[src/rtl/axf_pkg.sv]
package axf_pkg;
  localparam int ID_W      = 18;
  localparam int DATA_W    = 32;
  localparam int ADDR_W    = 4;
  localparam int NKIND     = 3;

  // register byte offsets
  localparam int OFS_FILT  = 0;
  localparam int OFS_MATCH = 4;

  // counter slots and select code the pulses are wired for
  localparam int EVT_CODE      = 73;
  localparam int SLOT_RD_TXN   = 2;
  localparam int SLOT_WR_TXN   = 3;
  localparam int SLOT_RD_BEAT  = 4;

  // kind index k takes its enable from bit (DATA_W-1-k) of the filter register
  typedef enum logic [1:0] {
    K_RD_TXN  = 2'd0,
    K_WR_TXN  = 2'd1,
    K_RD_BEAT = 2'd2
  } kind_e;
endpackage

[src/rtl/axf_cfg_regs.sv]
module axf_cfg_regs #(
  parameter int ID_W   = axf_pkg::ID_W,
  parameter int DATA_W = axf_pkg::DATA_W,
  parameter int ADDR_W = axf_pkg::ADDR_W,
  parameter int NKIND  = axf_pkg::NKIND
) (
  input  logic              clk,
  input  logic              rst_n,
  input  logic              we,
  input  logic [ADDR_W-1:0] addr,
  input  logic [DATA_W-1:0] wdata,
  output logic [NKIND-1:0]  en,
  output logic [ID_W-1:0]   mask,
  output logic [ID_W-1:0]   match_id
);
  localparam logic [ADDR_W-1:0] A_FILT  = ADDR_W'(axf_pkg::OFS_FILT);
  localparam logic [ADDR_W-1:0] A_MATCH = ADDR_W'(axf_pkg::OFS_MATCH);
  localparam int EN_LO = DATA_W - NKIND;

  logic             hit_filt, hit_match;
  logic [NKIND-1:0] en_next;
  logic             unused_bits;

  assign hit_filt  = we && (addr == A_FILT);
  assign hit_match = we && (addr == A_MATCH);
  assign unused_bits = ^wdata[EN_LO-1:ID_W];

  // kind k lives at bit DATA_W-1-k
  for (genvar k = 0; k < NKIND; k++) begin : g_en
    assign en_next[k] = wdata[DATA_W-1-k];
  end

  always_ff @(posedge clk or negedge rst_n) begin
    if (!rst_n) begin
      en       <= '0;
      mask     <= '0;
      match_id <= '0;
    end else begin
      if (hit_filt) begin
        en   <= en_next;
        mask <= wdata[ID_W-1:0];
      end
      if (hit_match) begin
        match_id <= wdata[ID_W-1:0];
      end
    end
  end


  stray_write_chk: assert property (@(posedge clk) disable iff (!rst_n)
    (we && addr != A_FILT && addr != A_MATCH) |=>
      ($stable(en) && $stable(mask) && $stable(match_id)));
endmodule

[src/rtl/axf_id_match.sv]
module axf_id_match #(
  parameter int ID_W = axf_pkg::ID_W
) (
  input  logic            clk,
  input  logic            rst_n,
  input  logic            en,
  input  logic [ID_W-1:0] mask,
  input  logic [ID_W-1:0] match_id,
  input  logic            hs_valid,
  input  logic            hs_ready,
  input  logic [ID_W-1:0] hs_id,
  output logic            pulse
);
  logic fire, id_ok;

  assign id_ok = ((hs_id ^ match_id) & mask) == '0;
  assign fire  = hs_valid && hs_ready && en && id_ok;

  always_ff @(posedge clk or negedge rst_n) begin
    if (!rst_n) pulse <= 1'b0;
    else        pulse <= fire;
  end


  disabled_quiet_chk: assert property (@(posedge clk) disable iff (!rst_n)
    !en |=> !pulse);


  no_handshake_quiet_chk: assert property (@(posedge clk) disable iff (!rst_n)
    !(hs_valid && hs_ready) |=> !pulse);


  zero_mask_pass_chk: assert property (@(posedge clk) disable iff (!rst_n)
    (en && hs_valid && hs_ready && mask == '0) |=> pulse);


  pulse_cause_chk: assert property (@(posedge clk) disable iff (!rst_n)
    pulse |-> $past(hs_valid && hs_ready));
endmodule

[src/rtl/axf_event_gen.sv]
module axf_event_gen #(
  parameter int ID_W   = axf_pkg::ID_W,
  parameter int DATA_W = axf_pkg::DATA_W,
  parameter int ADDR_W = axf_pkg::ADDR_W
) (
  input  logic              clk,
  input  logic              rst_n,
  input  logic              cfg_we,
  input  logic [ADDR_W-1:0] cfg_addr,
  input  logic [DATA_W-1:0] cfg_wdata,
  input  logic              ar_valid,
  input  logic              ar_ready,
  input  logic [ID_W-1:0]   ar_id,
  input  logic              aw_valid,
  input  logic              aw_ready,
  input  logic [ID_W-1:0]   aw_id,
  input  logic              r_valid,
  input  logic              r_ready,
  input  logic [ID_W-1:0]   r_id,
  output logic              evt_rd_txn,
  output logic              evt_wr_txn,
  output logic              evt_rd_beat
);
  localparam int NKIND = axf_pkg::NKIND;

  logic [NKIND-1:0] en, vld, rdy, pls;
  logic [ID_W-1:0]  mask, match_id;
  logic [ID_W-1:0]  ids [NKIND];

  axf_cfg_regs #(.ID_W(ID_W), .DATA_W(DATA_W), .ADDR_W(ADDR_W), .NKIND(NKIND)) u_cfg (
    .clk(clk), .rst_n(rst_n), .we(cfg_we), .addr(cfg_addr), .wdata(cfg_wdata),
    .en(en), .mask(mask), .match_id(match_id)
  );

  assign vld[axf_pkg::K_RD_TXN]  = ar_valid;
  assign rdy[axf_pkg::K_RD_TXN]  = ar_ready;
  assign ids[axf_pkg::K_RD_TXN]  = ar_id;
  assign vld[axf_pkg::K_WR_TXN]  = aw_valid;
  assign rdy[axf_pkg::K_WR_TXN]  = aw_ready;
  assign ids[axf_pkg::K_WR_TXN]  = aw_id;
  assign vld[axf_pkg::K_RD_BEAT] = r_valid;
  assign rdy[axf_pkg::K_RD_BEAT] = r_ready;
  assign ids[axf_pkg::K_RD_BEAT] = r_id;

  for (genvar k = 0; k < NKIND; k++) begin : g_kind
    axf_id_match #(.ID_W(ID_W)) u_match (
      .clk(clk), .rst_n(rst_n), .en(en[k]), .mask(mask), .match_id(match_id),
      .hs_valid(vld[k]), .hs_ready(rdy[k]), .hs_id(ids[k]), .pulse(pls[k])
    );
  end

  assign evt_rd_txn  = pls[axf_pkg::K_RD_TXN];
  assign evt_wr_txn  = pls[axf_pkg::K_WR_TXN];
  assign evt_rd_beat = pls[axf_pkg::K_RD_BEAT];


  reset_quiet_chk: assert property (@(posedge clk)
    !rst_n |-> (pls == '0));
endmodule

[config.mk]
export PLATFORM = sky130hd
export DESIGN_NAME = axf_event_gen
export DESIGN_NICKNAME = d
export VERILOG_FILES = /design/src/rtl/axf_pkg.sv /design/src/rtl/axf_cfg_regs.sv /design/src/rtl/axf_id_match.sv /design/src/rtl/axf_event_gen.sv
export SDC_FILE = /design/constraint.sdc
export NUM_CORES = 1
export LEC_CHECK = 0
export BUFFER_PORTS_ARGS = -buffer_cell sky130_fd_sc_hd__buf_2
export CORE_ASPECT_RATIO = 0.9
export CORE_MARGIN = 10
export CORE_UTILIZATION = 43
export CTS_CLUSTER_SIZE = 8
export DETAILED_ROUTE_END_ITERATION = 16
export HOLD_SLACK_MARGIN = 0.06
export PLACE_DENSITY_LB_ADDON = 0.08
export SLEW_MARGIN = 15
export SYNTH_ARGS = -nofsm -noshare
export SYNTH_HDL_FRONTEND = slang
export SYNTH_SLANG_ARGS = --single-unit
[constraint.sdc]
create_clock -name clk -period 1.1 [get_ports clk]
set_input_delay 0.11 -clock clk [delete_from_list [all_inputs] [get_ports clk]]
set_output_delay 0.11 -clock clk [all_outputs]
set_load 0.05 [all_outputs]
==> load_flow_metrics.sql, run 1 <==
INSERT INTO impl_metrics (metric_group, metric, value, unit) VALUES
('sta', 'post-route-period-util', '130', '%'),
('worst_setup_path', 'crit_required', '1330', 'ps'),
('cells_and_area', 'drive_above_1_share', '55.8', '%'),
('sta', 'maxClockFrequency', '699', 'MHz'),
('sta', 'worst_slew_pin_slew', '511', 'ps'),
('yosys', 'synthesis.yosys.warnings', '0', ''),
('sta', 'unrepaired_setup_endpoints_after_global_routing', 'yes', ''),
('worst_setup_path', 'crit_chain', 'xor2_1 > a222oi_1 > and4_1', ''),
('job', 'timing.max_cap.violations', '0', ''),
('floorplan', 'fp.dieW', '98.1', 'um'),
('sta', 'layout_setup_ws', '-330', 'ps'),
('floorplan', 'core_area', '5290', 'um2'),
('drt', 'first_pass_iters', '4', ''),
('global_route', 'grt_pass1_wl', '11500', 'um'),
('yosys', 'postSynthNetCount', '279', ''),
('placed_design', 'placement.io_buffers', '90', ''),
('drt', 'detailroute.via_count', '1946', ''),
('clock_tree', 'tritoncts_clock_tree', 'built', ''),
('worst_setup_path', 'critPathMaxFanout', '4', ''),
('sta', 'setup_viol_count_final', '19', ''),
('global_route', 'grt_usage', '15.9', '%'),
('drt', 'detail_route.wl_per_cell', '19.4', 'um'),
('sta', 'hold_viol', '0', ''),
('placed_design', 'final_weighted_congestion_in_routability_driven_placement', '0.828', ''),
('clock_tree', 'htreeDepth', '2', ''),
('global_route', 'grt_start_max_net_pins', '27', ''),
('placed_design', 'hpwl', '5390', 'um'),
('clock_tree', 'clk_root_buffer_cell', 'sky130_fd_sc_hd__clkbuf_8', ''),
('worst_setup_path', 'r2r_slack', '-330', 'ps'),
('clock_tree', 'cts_num_sinks', '42', ''),
('floorplan', 'pin_count', '102', ''),
('clock_tree', 'clock_latency_at_the_later_pin_of_the_worst_skew_pair', '290', 'ps'),
('cells_and_area', 'area_growth_syn_to_layout', '46.4', '%'),
('clock_tree', 'cts.reportedPaths.clkPinSlew', '90', 'ps'),
('worst_setup_path', 'crit_path_max_incr_delay', '500', 'ps'),
('floorplan', 'initial_core_util', '44.6', '%'),
('worst_setup_path', 'critical_path.top_delay_family', 'compound AO/OA/AOI/OAI gates', ''),
('yosys', 'yosys_register_bits', '42', ''),
('sta', 'slew_headroom', '66.0', '%'),
('worst_setup_path', 'criticalPathCategory', 'flip-flop to flip-flop', ''),
('clock_tree', 'numCtsBuffers', '5', ''),
('status', 'status', 'finished, violations left', ''),
('yosys', 'synth_cells', '180', ''),
('cells_and_area', 'layout.cells.non_filler', '375', ''),
('drt', 'drt-initial-drc-count', '104', ''),
('yosys', 'yosysSeqAreaShare', '44.5', '%'),
('min_path', 'min_path_type', 'input pin to flip-flop', ''),
('drt', 'drc', '0', ''),
('power_and_ir_drop', 'total_leakage_power', '1.76', 'nW'),
('floorplan', 'floorplan.die.height', '90.3', 'um'),
('power_and_ir_drop', 'power_density', '1510', 'nW/um2'),
('sta', 'skew', '8.09', 'ps'),
('drt', 'route.detailed.vias_per_inst', '5.19', ''),
('placed_design', 'dp_cells', '353', ''),
('yosys', 'synth.cell_area', '2360', 'um2'),
('worst_setup_path', 'cp_slowest_cell', 'sky130_fd_sc_hd__a222oi_1', ''),
('power_and_ir_drop', 'p_total', '0.00522', 'W'),
('cells_and_area', 'n_antenna_cell', '0', ''),
('sta', 'finalMaxSlewViolations', '0', ''),
('clock_tree', 'ctsLongestPathBuffers', '2', ''),
('worst_setup_path', 'crit_arrival', '1660', 'ps'),
('global_route', 'grt_pass1_vias', '2225', ''),
('floorplan', 'core.rowCount', '25', ''),
('yosys', 'avgSynthCellArea', '13.1', 'um2'),
('drt', 'antenna_violating_nets_post_route', '0', ''),
('floorplan', 'die-area', '8850', 'um2'),
('sta', 'setup_tns', '-1100', 'ps'),
('placed_design', 'preCtsSetupSlack', '-344', 'ps'),
('worst_setup_path', 'setup.worst_path.end_class', 'flip-flop', ''),
('global_route', 'antenna_found_initial', '0', ''),
('global_route', 'grt_overflow', '0', ''),
('yosys', 'unique_cell_type_count_in_the_yosys_netlist', '20', ''),
('worst_setup_path', 'worst-path-buf-inv', '0', ''),
('drt', 'wl', '7260', 'um'),
('power_and_ir_drop', 'irDropWorstVdd', '0.905', 'mV'),
('worst_setup_path', 'worstSetupStartpointType', 'flip-flop', ''),
('cells_and_area', 'fin_nets', '406', ''),
('status', 'violations', 'setup timing', ''),
('sta', 'finalCriticalPeriod', '1430', 'ps');
-- flip-flops by register name (all words and copies together), names as in the netlist --
| signal | count |
|---|---|
| g_kind.u_match.pulse | 3 |
| u_cfg.match_id | 18 |
| u_cfg.mask | 18 |
| u_cfg.en | 3 |
-- cell families after synthesis --
| family | after synthesis | synth area share (%) |
|---|---|---|
| compound gates | 27 | 9.01 |
| buf+inv | 5 | 1.91 |
| xor+xnor | 54 | 20.0 |
| simple gates | 13 | 4.29 |
| mux | 39 | 20.2 |
| flops | 42 | 44.5 |
-- cell type report --
cell class | instances | area [um2]
Clock buffer | 7 | 86.3
Multi-Input combinational cell | 133 | 1400
Timing Repair Buffer | 124 | 826
Clock inverter | 1 | 5.00
Tap cell | 67 | 83.8
Fill cell | 432 | 1830
Inverter | 1 | 3.75
Sequential cell | 42 | 1050
-- layer usage --
metal | routed length, um | track usage, % | share of wire [%] | vias to the layer above
met3 | 593 | 4.44 | 8.2 | 7
met2 | 3470 | 26.6 | 48 | 75
met1 | 3150 | 19.8 | 43 | 947
li1 | - | - | - | 917
met5 | 0 | 0 | 0 | -
met4 | 45 | 2.91 | 0.62 | 0
-- cell usage after synthesis (all sizes together) --
cell type  count  share of area, %
nand3          3              0.64
a22oi         13               4.1
mux2          39                20
a21oi          3              0.64
nor3           1              0.21
nor4           1              0.27
and4           4               1.5
a222oi         3               1.3
or4b           1              0.58
nand2b         1              0.58
xor2          54                20
buf            4               1.7
dfrtp         42                45
a221oi         4               1.5
inv            1              0.16
a22o           4               1.5
nand4          2              0.53
-- worst paths after layout --
path                       cells after the start                           from                                end
min in group asynchronous                      2                          rst_n      u_cfg.match_id[0]$_DFFE_PN0P_
max in group asynchronous                      3                          rst_n  g_kind[0].u_match.pulse$_DFF_PN0_
hold reg to reg                                1        u_cfg.en[0]$_DFFE_PN0P_            u_cfg.en[0]$_DFFE_PN0P_
setup reg to reg                               3  u_cfg.match_id[8]$_DFFE_PN0P_  g_kind[0].u_match.pulse$_DFF_PN0_
hold / removal                                 2                   cfg_wdata[0]          u_cfg.mask[0]$_DFFE_PN0P_
setup / recovery                               3  u_cfg.match_id[8]$_DFFE_PN0P_  g_kind[0].u_match.pulse$_DFF_PN0_
-- report_power, final --
part | internal [W] | leakage (nW) | total, W | switching (W)
clock | 0.000507 | 0.0482 | 0.00105 | 0.000539
sequential | 0.00188 | 0.519 | 0.00230 | 0.000416
combinational | 0.00116 | 1.19 | 0.00187 | 0.000716
total | 0.00355 | 1.76 | 0.00522 | 0.00167
-- placed cells by master (no fill, tap or decap), types with 2 or more instances in the layout --
master                          instances
sky130_fd_sc_hd__a21oi_1                3
sky130_fd_sc_hd__a221oi_1               2
sky130_fd_sc_hd__a221oi_2               2
sky130_fd_sc_hd__a222oi_1               3
sky130_fd_sc_hd__a22o_1                 4
sky130_fd_sc_hd__a22oi_1               10
sky130_fd_sc_hd__a22oi_2                3
sky130_fd_sc_hd__and4_1                 4
sky130_fd_sc_hd__buf_12                 3
sky130_fd_sc_hd__buf_2                 89
sky130_fd_sc_hd__buf_4                 16
sky130_fd_sc_hd__buf_6                  4
sky130_fd_sc_hd__clkbuf_16              2
sky130_fd_sc_hd__clkbuf_8               6
sky130_fd_sc_hd__dfrtp_1               41
sky130_fd_sc_hd__dlygate4sd3_1          9
sky130_fd_sc_hd__mux2_2                 8
sky130_fd_sc_hd__mux2_4                31
sky130_fd_sc_hd__nand3_1                3
sky130_fd_sc_hd__nand4_1                2
sky130_fd_sc_hd__xor2_1                53
-- metrics by stage --
step / hold slack (ps) / util (%) / cell area, um2
CTS: 60.4 / 64.5 / 3410
finish: 60.2 / 65.3 / 3450
global route: 63.1 / 65.3 / 3450
floorplan: -186 / - / 2360
global placement: 46.2 / 57.6 / 3050
detailed placement: 47.0 / 57.6 / 3050
-- what timing repair did --
item	in CTS	in global routing
setup endpoints to repair	26	42
cloned	2	1
endpoints found under the hold margin	53	0
gates resized for setup	34	5
buffers inserted	1	1
hold buffers	9	0
pin swaps	9	4
Note: power is estimated with default switching activity, not from simulation.
==> inputs of run 2 (changes only) <==
--- a/config.mk
+++ b/config.mk
@@ -11,7 +11,7 @@
 export CORE_UTILIZATION = 43
 export CTS_CLUSTER_SIZE = 8
 export DETAILED_ROUTE_END_ITERATION = 16
-export HOLD_SLACK_MARGIN = 0.06
+export HOLD_SLACK_MARGIN = 0.08
 export PLACE_DENSITY_LB_ADDON = 0.08
 export SLEW_MARGIN = 15
 export SYNTH_ARGS = -nofsm -noshare
==> load_flow_metrics.sql, run 2 (same netlist as run 1, synthesis figures left out) <==
INSERT INTO impl_metrics (metric_group, metric, value, unit) VALUES
('sta', 'hold_slack', '86.4', 'ps'),
('worst_setup_path', 'worstSetupStartpointType', 'flip-flop', ''),
('power_and_ir_drop', 'power_density', '1470', 'nW/um2'),
('cells_and_area', 'drive_above_1_share', '53.8', '%'),
('global_route', 'gr-max-usage-layer', 'met2', ''),
('sta', 'worst_slew_pin_slew', '510', 'ps'),
('power_and_ir_drop', 'irDropWorstVdd', '0.907', 'mV'),
('worst_setup_path', 'critPathMaxFanout', '4', ''),
('sta', 'finalCriticalPeriod', '1430', 'ps'),
('clock_tree', 'cts.reportedPaths.clkPinSlew', '80', 'ps'),
('clock_tree', 'numCtsBuffers', '5', ''),
('drt', 'detail_route.wl_per_cell', '19.0', 'um'),
('drt', 'drt-initial-drc-count', '100', ''),
('floorplan', 'floorplan.die.height', '90.3', 'um'),
('sta', 'post-route-period-util', '130', '%'),
('drt', 'first_pass_iters', '4', ''),
('sta', 'slew_headroom', '66.0', '%'),
('cells_and_area', 'area_growth_syn_to_layout', '51.5', '%'),
('floorplan', 'pin_count', '102', ''),
('drt', 'wl', '7340', 'um'),
('cells_and_area', 'n_antenna_cell', '0', ''),
('sta', 'setup_tns', '-1110', 'ps'),
('sta', 'maxClockFrequency', '700', 'MHz'),
('floorplan', 'core.rowCount', '25', ''),
('global_route', 'grt_pass1_wl', '11700', 'um'),
('sta', 'unrepaired_setup_endpoints_after_global_routing', 'yes', ''),
('cells_and_area', 'fillerInstances', '418', ''),
('clock_tree', 'clock_latency_at_the_later_pin_of_the_worst_skew_pair', '290', 'ps'),
('status', 'status', 'finished, violations left', ''),
('drt', 'antenna_violating_nets_post_route', '0', ''),
('global_route', 'grt_usage', '16.1', '%'),
('global_route', 'antenna_found_initial', '0', ''),
('clock_tree', 'cts_num_sinks', '42', ''),
('drt', 'detailroute.via_count', '1990', ''),
('clock_tree', 'htreeDepth', '2', ''),
('drt', 'route.detailed.vias_per_inst', '5.14', ''),
('placed_design', 'final_weighted_congestion_in_routability_driven_placement', '0.828', ''),
('sta', 'finalMaxSlewViolations', '0', ''),
('clock_tree', 'ctsLongestPathBuffers', '2', ''),
('global_route', 'groute.layer.met3.usage', '4.44', '%'),
('clock_tree', 'tritoncts_clock_tree', 'built', ''),
('floorplan', 'core_area', '5290', 'um2'),
('cells_and_area', 'seqCellArea', '1050', 'um2'),
('cells_and_area', 'top_regs', 'u_cfg.mask (18), u_cfg.match_id (18)', ''),
('global_route', 'grt_pass1_vias', '2270', ''),
('power_and_ir_drop', 'total_leakage_power', '1.81', 'nW'),
('worst_setup_path', 'criticalPathCategory', 'flip-flop to flip-flop', ''),
('sta', 'hold_viol', '0', ''),
('drt', 'drc', '0', ''),
('floorplan', 'die-area', '8850', 'um2'),
('worst_setup_path', 'crit_arrival', '1660', 'ps'),
('sta', 'skew', '7.48', 'ps'),
('status', 'violations', 'setup timing', ''),
('sta', 'setup_viol_count_final', '19', ''),
('global_route', 'grt_overflow', '0', ''),
('global_route', 'met1_usage_in_global_routing', '20.1', '%'),
('floorplan', 'initial_core_util', '44.6', '%'),
('cells_and_area', 'fin_nets', '418', ''),
('cells_and_area', 'multiInputGateArea', '1400', 'um2'),
('placed_design', 'hpwl', '5390', 'um'),
('global_route', 'grt_start_max_net_pins', '27', ''),
('worst_setup_path', 'crit_required', '1330', 'ps'),
('sta', 'layout_setup_ws', '-329', 'ps'),
('floorplan', 'fp.dieW', '98.1', 'um'),
('worst_setup_path', 'setup.worst_path.end_class', 'flip-flop', ''),
('min_path', 'min_path_type', 'input pin to flip-flop', ''),
('job', 'timing.max_cap.violations', '0', ''),
('cells_and_area', 'final_common_cell', 'sky130_fd_sc_hd__buf_2', ''),
('cells_and_area', 'layout.cells.most_common_list', 'sky130_fd_sc_hd__buf_2 (89), sky130_fd_sc_hd__xor2_1 (53), sky130_fd_sc_hd__dfrtp_1 (41), sky130_fd_sc_hd__mux2_4 (31), sky130_fd_sc_hd__dlygate4sd3_1 (21)', ''),
('placed_design', 'placement.io_buffers', '90', ''),
('global_route', 'met2_use_gr', '27.1', '%'),
('clock_tree', 'clk_root_buffer_cell', 'sky130_fd_sc_hd__clkbuf_8', '');
run 2: cell types whose count changed in the layout (fill, tap and decap cells not counted):
| cell | before | now |
|---|---|---|
| sky130_fd_sc_hd__dlygate4sd3_1 | 9 | 21 |
run 2: layer usage:
metal / wire length, um / vias to the layer above
li1: - / 942
met1: 3160 / 966
met2: 3540 / 75
met3: 597 / 7
met4: 45 / 0
met5: 0 / -
run 2: layout make-up:
class / instances / share of cell area (%)
clock buffers: 7 / 2.42
multi-input cells: 133 / 39.1
inverters: 1 / 0.105
flip-flops and latches: 42 / 29.4
well taps: 67 / 2.35
repair buffers: 136 / 26.5
clock inverters: 1 / 0.140
run 2: power by group:
part           internal, W  switching [W]  leakage [nW]
Sequential         0.00188       0.000415         0.519
Combinational      0.00119       0.000720          1.24
Clock             0.000507       0.000541        0.0482
Total              0.00357        0.00168          1.81
run 2: critical path, stage by stage (launching register included):
cell and delay, ps:
sky130_fd_sc_hd__dfrtp_2 450, sky130_fd_sc_hd__xor2_1 150, sky130_fd_sc_hd__a222oi_1 500, sky130_fd_sc_hd__and4_1 260
run 2: through the flow:
stage               setup WS (ps)  area (um2)  utilization [%]  total power [W]  std cells
finish                       -329        3570             67.6          0.00525        387
global route                 -340        3570             67.6          0.00553        387
CTS                          -249        3530             66.8          0.00522        385
detailed placement           -344        3050             57.6          0.00393        353
global placement             -334        3050             57.6          0.00391        353
floorplan                    -302        2360                -          0.00318        180
run 2: path summary, 6_finish.rpt:
kind | startpoint | end | slack [ps] | cells past startpoint
max | u_cfg.match_id[8]$_DFFE_PN0P_ | g_kind[0].u_match.pulse$_DFF_PN0_ | -330 | 3
min | cfg_wdata[1] | u_cfg.mask[1]$_DFFE_PN0P_ | 90 | 2
max reg2reg | u_cfg.match_id[8]$_DFFE_PN0P_ | g_kind[0].u_match.pulse$_DFF_PN0_ | -330 | 3
min reg2reg | u_cfg.en[0]$_DFFE_PN0P_ | u_cfg.en[0]$_DFFE_PN0P_ | 530 | 1
max in group asynchronous | rst_n | g_kind[0].u_match.pulse$_DFF_PN0_ | 360 | 3
min in group asynchronous | rst_n | u_cfg.match_id[0]$_DFFE_PN0P_ | 270 | 2
run 2: what timing repair did:
action                                 CTS  global route
setup endpoints to repair               26            42
endpoints found under the hold margin   79             0
pin swaps                                9             4
gates resized for setup                 34             5
cloned                                   2             1
hold buffers                            21             0
setup buffers                            1             1
==> inputs of run 3 (changes only) <==
--- a/config.mk
+++ b/config.mk
@@ -8,12 +8,12 @@
 export BUFFER_PORTS_ARGS = -buffer_cell sky130_fd_sc_hd__buf_2
 export CORE_ASPECT_RATIO = 0.9
 export CORE_MARGIN = 10
-export CORE_UTILIZATION = 43
+export CORE_UTILIZATION = 44
+export CTS_BUF_LIST = sky130_fd_sc_hd__clkbuf_8
 export CTS_CLUSTER_SIZE = 8
 export DETAILED_ROUTE_END_ITERATION = 16
 export HOLD_SLACK_MARGIN = 0.08
 export PLACE_DENSITY_LB_ADDON = 0.08
-export SLEW_MARGIN = 15
 export SYNTH_ARGS = -nofsm -noshare
 export SYNTH_HDL_FRONTEND = slang
 export SYNTH_SLANG_ARGS = --single-unit
==> load_flow_metrics.sql, run 3 (same netlist as run 1, synthesis figures left out) <==
INSERT INTO impl_metrics (metric_group, metric, value, unit) VALUES
('status', 'status', 'finished, violations left', ''),
('status', 'violations', 'setup timing', ''),
('clock_tree', 'tritoncts_clock_tree', 'built', ''),
('floorplan', 'core_area', '5220', 'um2'),
('cells_and_area', 'fin_nets', '426', ''),
('worst_setup_path', 'reg2regPathDepth', '3', ''),
('floorplan', 'fp.dieW', '97.2', 'um'),
('global_route', 'grt_start_max_net_pins', '43', ''),
('worst_setup_path', 'worstSetupStartpointType', 'flip-flop', ''),
('worst_setup_path', 'critPathMaxFanout', '4', ''),
('clock_tree', 'clock_latency_at_the_later_pin_of_the_worst_skew_pair', '290', 'ps'),
('floorplan', 'core.rowCount', '25', ''),
('placed_design', 'hpwl', '5330', 'um'),
('clock_tree', 'cts.reportedPaths.clkPinSlew', '80', 'ps'),
('clock_tree', 'ctsLongestPathBuffers', '2', ''),
('drt', 'antenna_violating_nets_post_route', '0', ''),
('worst_setup_path', 'crit_path_max_incr_delay', '440', 'ps'),
('sta', 'unrepaired_setup_endpoints_after_global_routing', 'yes', ''),
('job', 'timing.max_cap.violations', '0', ''),
('sta', 'finalCriticalPeriod', '1380', 'ps'),
('cells_and_area', 'top_regs', 'u_cfg.mask (18), u_cfg.match_id (18)', ''),
('power_and_ir_drop', 'p_total', '0.00538', 'W'),
('global_route', 'grt_overflow', '0', ''),
('sta', 'layout_setup_ws', '-281', 'ps'),
('global_route', 'antenna_found_initial', '0', ''),
('drt', 'route.detailed.vias_per_inst', '5.01', ''),
('worst_setup_path', 'criticalPathCategory', 'flip-flop to flip-flop', ''),
('power_and_ir_drop', 'power_density', '1440', 'nW/um2'),
('drt', 'first_pass_iters', '4', ''),
('global_route', 'grt_pass1_wl', '12300', 'um'),
('worst_setup_path', 'cp_slowest_cell', 'sky130_fd_sc_hd__dfrtp_1', ''),
('floorplan', 'die-area', '8700', 'um2'),
('drt', 'detail_route.wl_per_cell', '19.8', 'um'),
('sta', 'setup_viol_count_final', '36', ''),
('sta', 'hold_viol', '0', ''),
('sta', 'setup_tns', '-3310', 'ps'),
('worst_setup_path', 'worst-path-buf-inv', '0', ''),
('cells_and_area', 'area_growth_syn_to_layout', '58.7', '%'),
('sta', 'finalMaxSlewViolations', '0', ''),
('cells_and_area', 'n_antenna_cell', '0', ''),
('drt', 'detailroute.via_count', '1980', ''),
('sta', 'worst_slew_pin_slew', '422', 'ps'),
('global_route', 'grt_usage', '17.9', '%'),
('floorplan', 'floorplan.die.height', '89.5', 'um'),
('worst_setup_path', 'setup.worst_path.end_class', 'flip-flop', ''),
('clock_tree', 'clk_root_buffer_cell', 'sky130_fd_sc_hd__clkbuf_8', ''),
('drt', 'wl', '7840', 'um'),
('power_and_ir_drop', 'irDropWorstVdd', '0.832', 'mV'),
('worst_setup_path', 'crit_chain', 'xor2_1 > a222oi_1 > and4_1', ''),
('drt', 'drc', '0', ''),
('clock_tree', 'htreeDepth', '2', ''),
('cells_and_area', 'final_common_cell', 'sky130_fd_sc_hd__buf_2', ''),
('sta', 'skew', '4.80', 'ps'),
('min_path', 'whs_path_depth', '5', ''),
('cells_and_area', 'drive_above_1_share', '57.0', '%'),
('min_path', 'min_path_type', 'input pin to flip-flop', ''),
('worst_setup_path', 'crit_arrival', '1600', 'ps'),
('cells_and_area', 'layout.cells.most_common_list', 'sky130_fd_sc_hd__buf_2 (88), sky130_fd_sc_hd__xor2_1 (52), sky130_fd_sc_hd__dfrtp_1 (37), sky130_fd_sc_hd__mux2_4 (30), sky130_fd_sc_hd__dlygate4sd3_1 (22)', ''),
('sta', 'post-route-period-util', '126', '%'),
('floorplan', 'pin_count', '102', ''),
('power_and_ir_drop', 'total_leakage_power', '1.88', 'nW'),
('clock_tree', 'numCtsBuffers', '5', ''),
('worst_setup_path', 'critical_path.top_delay_family', 'flip-flops', ''),
('worst_setup_path', 'worst-path-stages', '3', ''),
('global_route', 'grt_pass1_vias', '2293', ''),
('placed_design', 'placement.io_buffers', '90', ''),
('sta', 'slew_headroom', '71.8', '%'),
('placed_design', 'final_weighted_congestion_in_routability_driven_placement', '0.781', ''),
('clock_tree', 'cts_num_sinks', '42', ''),
('worst_setup_path', 'crit_required', '1320', 'ps'),
('drt', 'drt-initial-drc-count', '82', ''),
('floorplan', 'initial_core_util', '45.2', '%'),
('sta', 'maxClockFrequency', '724', 'MHz');
run 3: changes by cell type in the layout (fill, tap and decap cells not counted), sizes merged:
cell / delta
dlygate4sd3: +1
buf: +8
clkbuf: -2
clkinvlp: +1
run 3: area by class of cell:
type                    instances  area, um2
inverters                       1       3.75
fillers                       391       1480
multi-input cells             133       1410
clock inverters                 2       12.5
flip-flops and latches         42       1060
clock buffers                   6       82.6
repair buffers                144       1090
well taps                      67       83.8
run 3: where the power goes:
part | internal, W | switching (W)
sequential | 0.00189 | 0.000439
clock | 0.000505 | 0.000538
combinational | 0.00126 | 0.000743
run 3: per-stage QoR:
stage / hold WS (ps) / setup WS (ps) / std cells / util, % / instance area, um2
floorplan: -186 / -302 / 180 / - / 2360
global placement: 105 / -331 / 356 / 58.8 / 3070
detailed placement: 104 / -361 / 356 / 58.8 / 3070
CTS: 208 / -240 / 395 / 70.9 / 3700
global route: 264 / -291 / 395 / 71.7 / 3740
finish: 227 / -281 / 395 / 71.7 / 3740
run 3: path summary, 6_finish.rpt:
check                                              start                                end  slack, ps
setup / recovery           u_cfg.match_id[8]$_DFFE_PN0P_  g_kind[0].u_match.pulse$_DFF_PN0_       -280
hold / removal                                   r_ready  g_kind[2].u_match.pulse$_DFF_PN0_        230
setup reg to reg           u_cfg.match_id[8]$_DFFE_PN0P_  g_kind[0].u_match.pulse$_DFF_PN0_       -280
hold reg to reg                  u_cfg.en[0]$_DFFE_PN0P_            u_cfg.en[0]$_DFFE_PN0P_        520
max in group asynchronous                          rst_n     u_cfg.match_id[17]$_DFFE_PN0P_        560
min in group asynchronous                          rst_n            u_cfg.en[0]$_DFFE_PN0P_        320
run 3: worst reg2reg max path, cell delays in order, from the launching register on:
cell,delay (ps)
sky130_fd_sc_hd__dfrtp_1,440
sky130_fd_sc_hd__xor2_1,160
sky130_fd_sc_hd__a222oi_1,440
sky130_fd_sc_hd__and4_1,280
run 3: per-layer routing:
layer	share of wire, %	vias up	track usage, %
met1	45	955	22.7
met2	49	66	30.3
met4	0.54	0	3.21
met5	0	-	0
li1	-	953	-
met3	6.0	6	4.95
run 3: what timing repair did:
action	in CTS	in global routing
cloned	6	0
setup endpoints to repair	42	42
endpoints found under the hold margin	79	0
setup buffers	4	2
hold buffers	22	0
pin swaps	10	9
resized for setup	41	18
